==> config.mk <==
export PLATFORM = sky130hd
export DESIGN_NAME = irq_router
export DESIGN_NICKNAME = d
export VERILOG_FILES = /design/src/rtl/irq_router_pkg.sv /design/src/rtl/irq_bank.sv /design/src/rtl/irq_rd_merge.sv /design/src/rtl/irq_out_stage.sv /design/src/rtl/irq_router.sv
export SDC_FILE = /design/constraint.sdc
export NUM_CORES = 1
export LEC_CHECK = 0
export BUFFER_PORTS_ARGS = -buffer_cell sky130_fd_sc_hd__buf_2
export CORE_ASPECT_RATIO = 1.2
export CORE_MARGIN = 2
export CORE_UTILIZATION = 35
export CTS_BUF_LIST = sky130_fd_sc_hd__clkbuf_4
export CTS_CLUSTER_SIZE = 12
export DETAILED_ROUTE_END_ITERATION = 6
export MAX_ROUTING_LAYER = met4
export PLACE_DENSITY_LB_ADDON = 0.1
export SLEW_MARGIN = 20
export SYNTH_ARGS = -nofsm -noshare
export SYNTH_HDL_FRONTEND = slang
export SYNTH_SLANG_ARGS = --single-unit
==> constraint.sdc <==
create_clock -name clk -period 2.4 [get_ports clk]
set_input_delay 0.48 -clock clk [delete_from_list [all_inputs] [get_ports clk]]
set_output_delay 0.48 -clock clk [all_outputs]
set_load 0.02 [all_outputs]
==> src/rtl/irq_router_pkg.sv <==
package irq_router_pkg;

  localparam int BANK_W = 32;
  localparam int ADDR_W = 8;
  localparam logic [ADDR_W-1:0] IDLE_OFF = 8'h14;

  typedef enum logic [2:0] {
    V_IRQP,
    V_MASK,
    V_ROUTE,
    V_FIQP,
    V_RAW,
    V_NONE
  } view_e;

  // Base offset of each bank's window of five words.
  function automatic logic [ADDR_W-1:0] bank_base(input int bank);
    if (bank == 0) return 8'h00;
    return 8'h9C;
  endfunction

  // Which word of a bank an address selects, if any.
  function automatic view_e decode_view(input logic [ADDR_W-1:0] addr, input int bank);
    logic [ADDR_W-1:0] base;
    logic [ADDR_W-1:0] off;
    base = bank_base(bank);
    off  = addr - base;
    if (addr < base) return V_NONE;
    case (off)
      8'h00:   return V_IRQP;
      8'h04:   return V_MASK;
      8'h08:   return V_ROUTE;
      8'h0C:   return V_FIQP;
      8'h10:   return V_RAW;
      default: return V_NONE;
    endcase
  endfunction

  // Bits of a bank that have a source behind them.
  function automatic logic [BANK_W-1:0] valid_bits(input int nsrc, input int bank);
    logic [BANK_W-1:0] m;
    for (int i = 0; i < BANK_W; i++) m[i] = ((bank * BANK_W + i) < nsrc);
    return m;
  endfunction

  // Pending lines steered to one output: fast_sel=1 keeps routing bits of 1.
  function automatic logic [BANK_W-1:0] route_filter(input logic [BANK_W-1:0] pend,
                                                     input logic [BANK_W-1:0] mask,
                                                     input logic [BANK_W-1:0] route,
                                                     input logic              fast_sel);
    return pend & mask & (fast_sel ? route : ~route);
  endfunction

  // Pending lines allowed to wake the idle core.
  function automatic logic [BANK_W-1:0] wake_filter(input logic [BANK_W-1:0] pend,
                                                    input logic [BANK_W-1:0] mask,
                                                    input logic              any_src);
    return pend & (mask | {BANK_W{any_src}});
  endfunction

endpackage

==> src/rtl/irq_bank.sv <==
module irq_bank
  import irq_router_pkg::*;
#(
  parameter int BANK_IDX = 0,
  parameter int NUM_SRC  = 40
) (
  input  logic              clk,
  input  logic              rst_n,
  input  logic [BANK_W-1:0] pend_i,
  input  logic              any_wake_i,
  input  logic              wr_en_i,
  input  logic [ADDR_W-1:0] addr_i,
  input  logic [BANK_W-1:0] wdata_i,
  output logic [BANK_W-1:0] mask_o,
  output logic [BANK_W-1:0] route_o,
  output logic              fast_req_o,
  output logic              norm_req_o,
  output logic              wake_req_o,
  output logic [BANK_W-1:0] rd_data_o
);

  localparam logic [BANK_W-1:0] VALID = valid_bits(NUM_SRC, BANK_IDX);

  view_e             sel_view;
  logic [BANK_W-1:0] mask_q;
  logic [BANK_W-1:0] route_q;
  logic [BANK_W-1:0] pend_v;
  logic [BANK_W-1:0] fast_bits;
  logic [BANK_W-1:0] norm_bits;
  logic [BANK_W-1:0] wake_bits;

  assign sel_view = decode_view(addr_i, BANK_IDX);

  always_ff @(posedge clk or negedge rst_n) begin
    if (!rst_n) begin
      mask_q  <= '0;
      route_q <= '0;
    end else if (wr_en_i) begin
      if (sel_view == V_MASK)  mask_q  <= wdata_i & VALID;
      if (sel_view == V_ROUTE) route_q <= wdata_i & VALID;
    end
  end

  assign pend_v    = pend_i & VALID;
  assign fast_bits = route_filter(pend_v, mask_q, route_q, 1'b1);
  assign norm_bits = route_filter(pend_v, mask_q, route_q, 1'b0);
  assign wake_bits = wake_filter(pend_v, mask_q, any_wake_i);

  assign fast_req_o = |fast_bits;
  assign norm_req_o = |norm_bits;
  assign wake_req_o = |wake_bits;
  assign mask_o     = mask_q;
  assign route_o    = route_q;

  always_comb begin
    case (sel_view)
      V_IRQP:  rd_data_o = norm_bits;
      V_MASK:  rd_data_o = mask_q;
      V_ROUTE: rd_data_o = route_q;
      V_FIQP:  rd_data_o = fast_bits;
      V_RAW:   rd_data_o = pend_v;
      default: rd_data_o = '0;
    endcase
  end

endmodule

==> src/rtl/irq_rd_merge.sv <==
module irq_rd_merge
  import irq_router_pkg::*;
#(
  parameter int NBANK = 2
) (
  input  logic [NBANK-1:0][BANK_W-1:0] bank_data_i,
  input  logic [BANK_W-1:0]            ctrl_data_i,
  output logic [BANK_W-1:0]            rdata_o
);

  // Each source returns zero when not addressed, so an OR merges them.
  always_comb begin
    rdata_o = ctrl_data_i;
    for (int b = 0; b < NBANK; b++) rdata_o = rdata_o | bank_data_i[b];
  end

endmodule

==> src/rtl/irq_out_stage.sv <==
module irq_out_stage #(
  parameter int NBANK = 2
) (
  input  logic             clk,
  input  logic             rst_n,
  input  logic [NBANK-1:0] fast_req_i,
  input  logic [NBANK-1:0] norm_req_i,
  input  logic [NBANK-1:0] wake_req_i,
  input  logic             core_idle_i,
  output logic             fiq_o,
  output logic             irq_o,
  output logic             wake_o
);

  always_ff @(posedge clk or negedge rst_n) begin
    if (!rst_n) begin
      fiq_o  <= 1'b0;
      irq_o  <= 1'b0;
      wake_o <= 1'b0;
    end else begin
      fiq_o  <= |fast_req_i;
      irq_o  <= |norm_req_i;
      wake_o <= core_idle_i & (|wake_req_i);
    end
  end

endmodule

==> src/rtl/irq_router.sv <==
module irq_router
  import irq_router_pkg::*;
#(
  parameter int NUM_SRC = 40
) (
  input  logic               clk,
  input  logic               rst_n,
  input  logic [NUM_SRC-1:0] src_i,
  input  logic               core_idle_i,
  input  logic               wr_en_i,
  input  logic [7:0]         addr_i,
  input  logic [31:0]        wdata_i,
  output logic [31:0]        rdata_o,
  output logic               fiq_o,
  output logic               irq_o,
  output logic               wake_o
);

  localparam int NBANK = (NUM_SRC + BANK_W - 1) / BANK_W;
  localparam int PAD_W = NBANK * BANK_W;

  // Named internal events for the checker.
  logic [PAD_W-1:0]               pend_pad;
  logic [PAD_W-1:0]               mask_all;
  logic [PAD_W-1:0]               route_all;
  logic [NBANK-1:0]               fast_b;
  logic [NBANK-1:0]               norm_b;
  logic [NBANK-1:0]               wake_b;
  logic [NBANK-1:0][BANK_W-1:0]   bank_rd;
  logic                           idle_only_q;
  logic [BANK_W-1:0]              ctrl_rd;

  always_comb begin
    pend_pad              = '0;
    pend_pad[NUM_SRC-1:0] = src_i;
  end

  // Idle-control bit: 1 means only enabled sources may wake the core.
  always_ff @(posedge clk or negedge rst_n) begin
    if (!rst_n)                              idle_only_q <= 1'b1;
    else if (wr_en_i && addr_i == IDLE_OFF)  idle_only_q <= wdata_i[0];
  end

  assign ctrl_rd = (addr_i == IDLE_OFF) ? {{(BANK_W-1){1'b0}}, idle_only_q} : '0;

  for (genvar b = 0; b < NBANK; b++) begin : g_bank
    irq_bank #(
      .BANK_IDX (b),
      .NUM_SRC  (NUM_SRC)
    ) u_bank (
      .clk        (clk),
      .rst_n      (rst_n),
      .pend_i     (pend_pad[b*BANK_W +: BANK_W]),
      .any_wake_i (~idle_only_q),
      .wr_en_i    (wr_en_i),
      .addr_i     (addr_i),
      .wdata_i    (wdata_i),
      .mask_o     (mask_all[b*BANK_W +: BANK_W]),
      .route_o    (route_all[b*BANK_W +: BANK_W]),
      .fast_req_o (fast_b[b]),
      .norm_req_o (norm_b[b]),
      .wake_req_o (wake_b[b]),
      .rd_data_o  (bank_rd[b])
    );
  end

  irq_rd_merge #(.NBANK(NBANK)) u_merge (
    .bank_data_i (bank_rd),
    .ctrl_data_i (ctrl_rd),
    .rdata_o     (rdata_o)
  );

  irq_out_stage #(.NBANK(NBANK)) u_out (
    .clk         (clk),
    .rst_n       (rst_n),
    .fast_req_i  (fast_b),
    .norm_req_i  (norm_b),
    .wake_req_i  (wake_b),
    .core_idle_i (core_idle_i),
    .fiq_o       (fiq_o),
    .irq_o       (irq_o),
    .wake_o      (wake_o)
  );

endmodule

==> out/summary.log <==
INFO  critical_path  timing.rr.start=g_bank[0].u_bank.mask_o[6]$_DFFE_PN0P_
INFO  grt            antenna_violations_before_repair=2
INFO  synthesis      synth_enable_flop_cells=0
INFO  die            core_area=16900um^2
INFO  finish         final_layout_size_suffix_gt1_share=43.1%
INFO  power          power.switching=979uW
INFO  placed_design  place.port_buffers=118
INFO  critical_path  reg2reg_to=u_out.fiq_o$_DFF_PN0_
INFO  critical_path  worst_ep_arrival_time=2.22ns
INFO  sta            fin_worst_skew=0.0325ns
INFO  clock_tree     cts_num_sinks=84
INFO  critical_path  required=1.92ns
INFO  sta            post_route_clock_period_utilization=112%
INFO  synthesis      ys_seq_area_share=35.0%
INFO  synthesis      netlist.area_leader.share=34.6%
INFO  job            drv_cap=0
INFO  clock_tree     clockRootBuffer=clkbuf_4
INFO  synthesis      avgSynthCellArea=9.53um^2
INFO  power          comb_power_share=19.5%
INFO  die            die_w=124um
INFO  detailed_routing routed-via-count=6213
INFO  finish         synthToLayoutAreaGrowth=33.3%
INFO  power          pwr_density_cell=386nW/um^2
INFO  clock_tree     clock_latency_late_sink=0.46ns
INFO  critical_path  ff2ff_path_depth=4
INFO  synthesis      synth_top_flop_cell=dfrtp_1
INFO  finish         layout.nets=882
INFO  sta            maxClockFrequency=371MHz
INFO  detailed_routing detail_route.vias_per_cell=6.09
INFO  synthesis      syn_nets=714
INFO  critical_path  cell_by_cell_listing_of_the_critical_path=buf_8 -> or4_4 -> buf_12 -> nor2_4 -> buf_12 -> a311o_1 -> a221o_1 -> buf_6
INFO  sta            hold_violations=0
INFO  critical_path  cp-end-kind=output pin
INFO  synthesis      synthesis.instances=630
INFO  synthesis      synth_seq_cells=84
INFO  detailed_routing firstDrtPassIters=5
INFO  clock_tree     cts_bufs_inserted=9
INFO  clock_tree     cts_hold_buf=0
INFO  synthesis      cell_accounting_for_the_most_synthesized_area=dfrtp_1
INFO  placed_design  dp_hpwl=19.3mm
INFO  clock_tree     clk_pin_slew_worst_paths=0.14ns
INFO  critical_path  timing.critical_path.mode_cell=buf_12
INFO  outcome        violations=negative setup slack
INFO  power          worst_ir_drop_vdd=0.257mV
INFO  clock_tree     max-clock-path-buffers=2
INFO  detailed_routing routed_wirelength=25.1mm
INFO  grt            grt_max_degree=85
INFO  detailed_routing drt_iter0_markers=532
INFO  critical_path  critical_path.max_stage_delay=0.63ns
INFO  synthesis      synth_area_leaders=dfrtp_1 (35%), mux2_2 (10%), mux2_4 (7.5%), nand2_1 (3.7%), nor4_1 (3.5%)
INFO  detailed_routing postRouteAntennaNets=0
INFO  synthesis      yosysWarnings=0
INFO  critical_path  cp-start-kind=input port
INFO  synthesis      synth_async_sr_flop_share=100%
INFO  grt            grt-ovfl-total=0
INFO  detailed_routing routed_wire_length_per_instance=24.6um
INFO  detailed_routing drc=0
INFO  power          sequential_group_share_of_total_power=51.8%
INFO  synthesis      yosysUniqueCellTypes=61
INFO  die            die_ar=18200um^2
INFO  synthesis      mappedNetlistArea=6010um^2
INFO  power          clkPwrFrac=28.6%
INFO  power          post-layout-total-power=3.09mW
INFO  sta            grt_setup_unrepaired=true
INFO  finish         finalNonFillerCells=1021
INFO  placed_design  place_inst=993
INFO  power          net_switching_share_of_the_total_power=31.7%
INFO  die            starting_utilization_of_the_core_area=35.6%
INFO  grt            grt_pass1_wl=37.7mm
INFO  critical_path  cpMaxStageDelayCell=or4_4
INFO  sta            setup_ws_post_layout=-0.295ns
INFO  die            fp.dieH=147um
INFO  sta            minimum_clock_period=2.70ns
INFO  placed_design  gp_routability_congestion=0.985
INFO  die            pin_count=119
INFO  sta            finalMaxSlewViolations=0
INFO  critical_path  regToRegSetupSlack=0.51ns
INFO  sta            setup_viol_count_final=32
INFO  sta            worstMarginPinSlew=0.635ns
INFO  grt            first_global_vias=6077
INFO  power          power.static_leakage=3.62nW
INFO  min_path       min-delay-path-class=input port to async pin
INFO  die            num_rows=52
INFO  grt            grt_use_total=28.7%
INFO  outcome        status=finished with violations
INFO  critical_path  worstPathMaxFanout=25
INFO  clock_tree     ctsHtreeMaxLevel=3
INFO  critical_path  critical_path_class=input port to output pin
INFO  sta            relSlewSlack=57.3%
INFO  power          cell_internal_pwr=2.11mW
INFO  clock_tree     tritoncts=built
cells in the mapped netlist, types with 10 or more instances:
master,instances
dfrtp_1,83
nand2_1,59
mux2_2,54
nand3_1,40
o21ai_0,38
nor4_1,34
mux2_4,30
inv_1,27
a31oi_1,21
o211ai_1,20
nand3b_1,19
nand4_1,15
and3_1,13
buf_2,12
clkbuf_1,11
nand2b_1,10
nor2_1,10
o2111ai_1,10
per-stage QoR:
step	area [um^2]	worst slack [ns]	hold WS (ns)	TNS [ns]	utilization, %
final	8000	-0.295	0.0289	-6.64	47.5
after global routing	8000	-0.330	0.0664	-8.22	47.5
after global placement	7330	-0.319	0.539	-9.13	43.5
after CTS	7890	-0.279	0.0351	-6.10	46.8
after floorplan	6050	-0.128	0.184	-2.28	-
after detailed placement	7330	-0.297	0.550	-9.27	43.5
power groups by stage:
stage | combinational [mW] | clock, mW | sequential (mW)
after CTS | 0.588 | 0.921 | 1.60
final | 0.603 | 0.886 | 1.60
after detailed placement | 0.548 | 0 | 1.63
after global routing | 0.643 | 0.961 | 1.62
after floorplan | 0.232 | 0 | 1.60
after global placement | 0.544 | 0 | 1.62
per-layer routing:
metal	track usage [%]	up-vias	wire length, um
li1	-	2808	-
met1	36.3	3045	10300
met2	46.6	310	12300
met3	4.67	50	1750
met4	8.98	0	776
met5	-	-	0
kinds of logic (layout without fill, tap and decap cells):
kind of cell,Yosys count,count (layout),share of synthesized area [%]
and+or+nand+nor,246,247,23.6
AOI/OAI and AO/OA,148,148,17.5
muxes,89,89,18.5
DFF,84,84,35.0
buffers and inverters,60,232,4.94
adders and majority gates,2,2,0.333
xor gates and xnor gates,1,1,0.146
other,0,2,0
cells in the final DEF, fill, tap and decap left out, types with 5 or more instances in the layout:
cell type / instances
a221o_1: 8
a22oi_1: 6
a31o_2: 5
a31oi_1: 21
a32oi_1: 6
and3_1: 13
buf_12: 13
buf_2: 81
buf_4: 70
buf_6: 22
clkbuf_4: 12
dfrtp_1: 83
inv_1: 27
mux2_2: 54
mux2_4: 30
mux2i_1: 5
nand2_1: 59
nand2b_1: 10
nand3_1: 40
nand3b_1: 19
nand4_1: 15
nor2_1: 6
nor3b_1: 6
nor4_1: 28
o2111ai_1: 7
o211ai_1: 20
o21ai_0: 19
o21ai_1: 19
o22ai_1: 8
worst max path at each step:
stage / end / from / cells past startpoint / slack (ns)
4_1_cts: rdata_o[1] / addr_i[4] / 8 / -0.28
3_5_place_dp: rdata_o[6] / addr_i[6] / 7 / -0.30
5_1_grt: rdata_o[7] / addr_i[5] / 6 / -0.33
3_3_place_gp: rdata_o[2] / addr_i[3] / 8 / -0.32
2_1_floorplan: rdata_o[25] / addr_i[5] / 6 / -0.13
6_report: rdata_o[2] / addr_i[5] / 8 / -0.30
timing repair:
action,CTS,global route
pin swaps,12,16
gates cloned,2,0
setup buffers,8,2
resized for setup,100,29
setup endpoints to repair,32,32
hold endpoints to repair,0,0
cell type report:
type                    instances  area (um^2)
clock buffers                  12         90.1
repair buffers                189         1480
inverters                      27          101
multi-input cells             487         3900
diodes                          2         5.00
well taps                     216          270
flip-flops and latches         84         2100
fillers                      1641         8850
clock inverters                 4         50.0
worst max-delay path, delay by kind of cell:
family	cells	cell delay, ns
compound gates	2	0.34
buf+inv	4	0.61
simple gates	2	0.76
state kept, by name, indices dropped and copies added (netlist names):
register               cells
g_bank.u_bank.route_o     40
u_out.irq_o                1
g_bank.u_bank.mask_o      40
u_out.fiq_o                1
idle_only_q                1
u_out.wake_o               1
No activity file was read; power rests on OpenSTA's default activity.
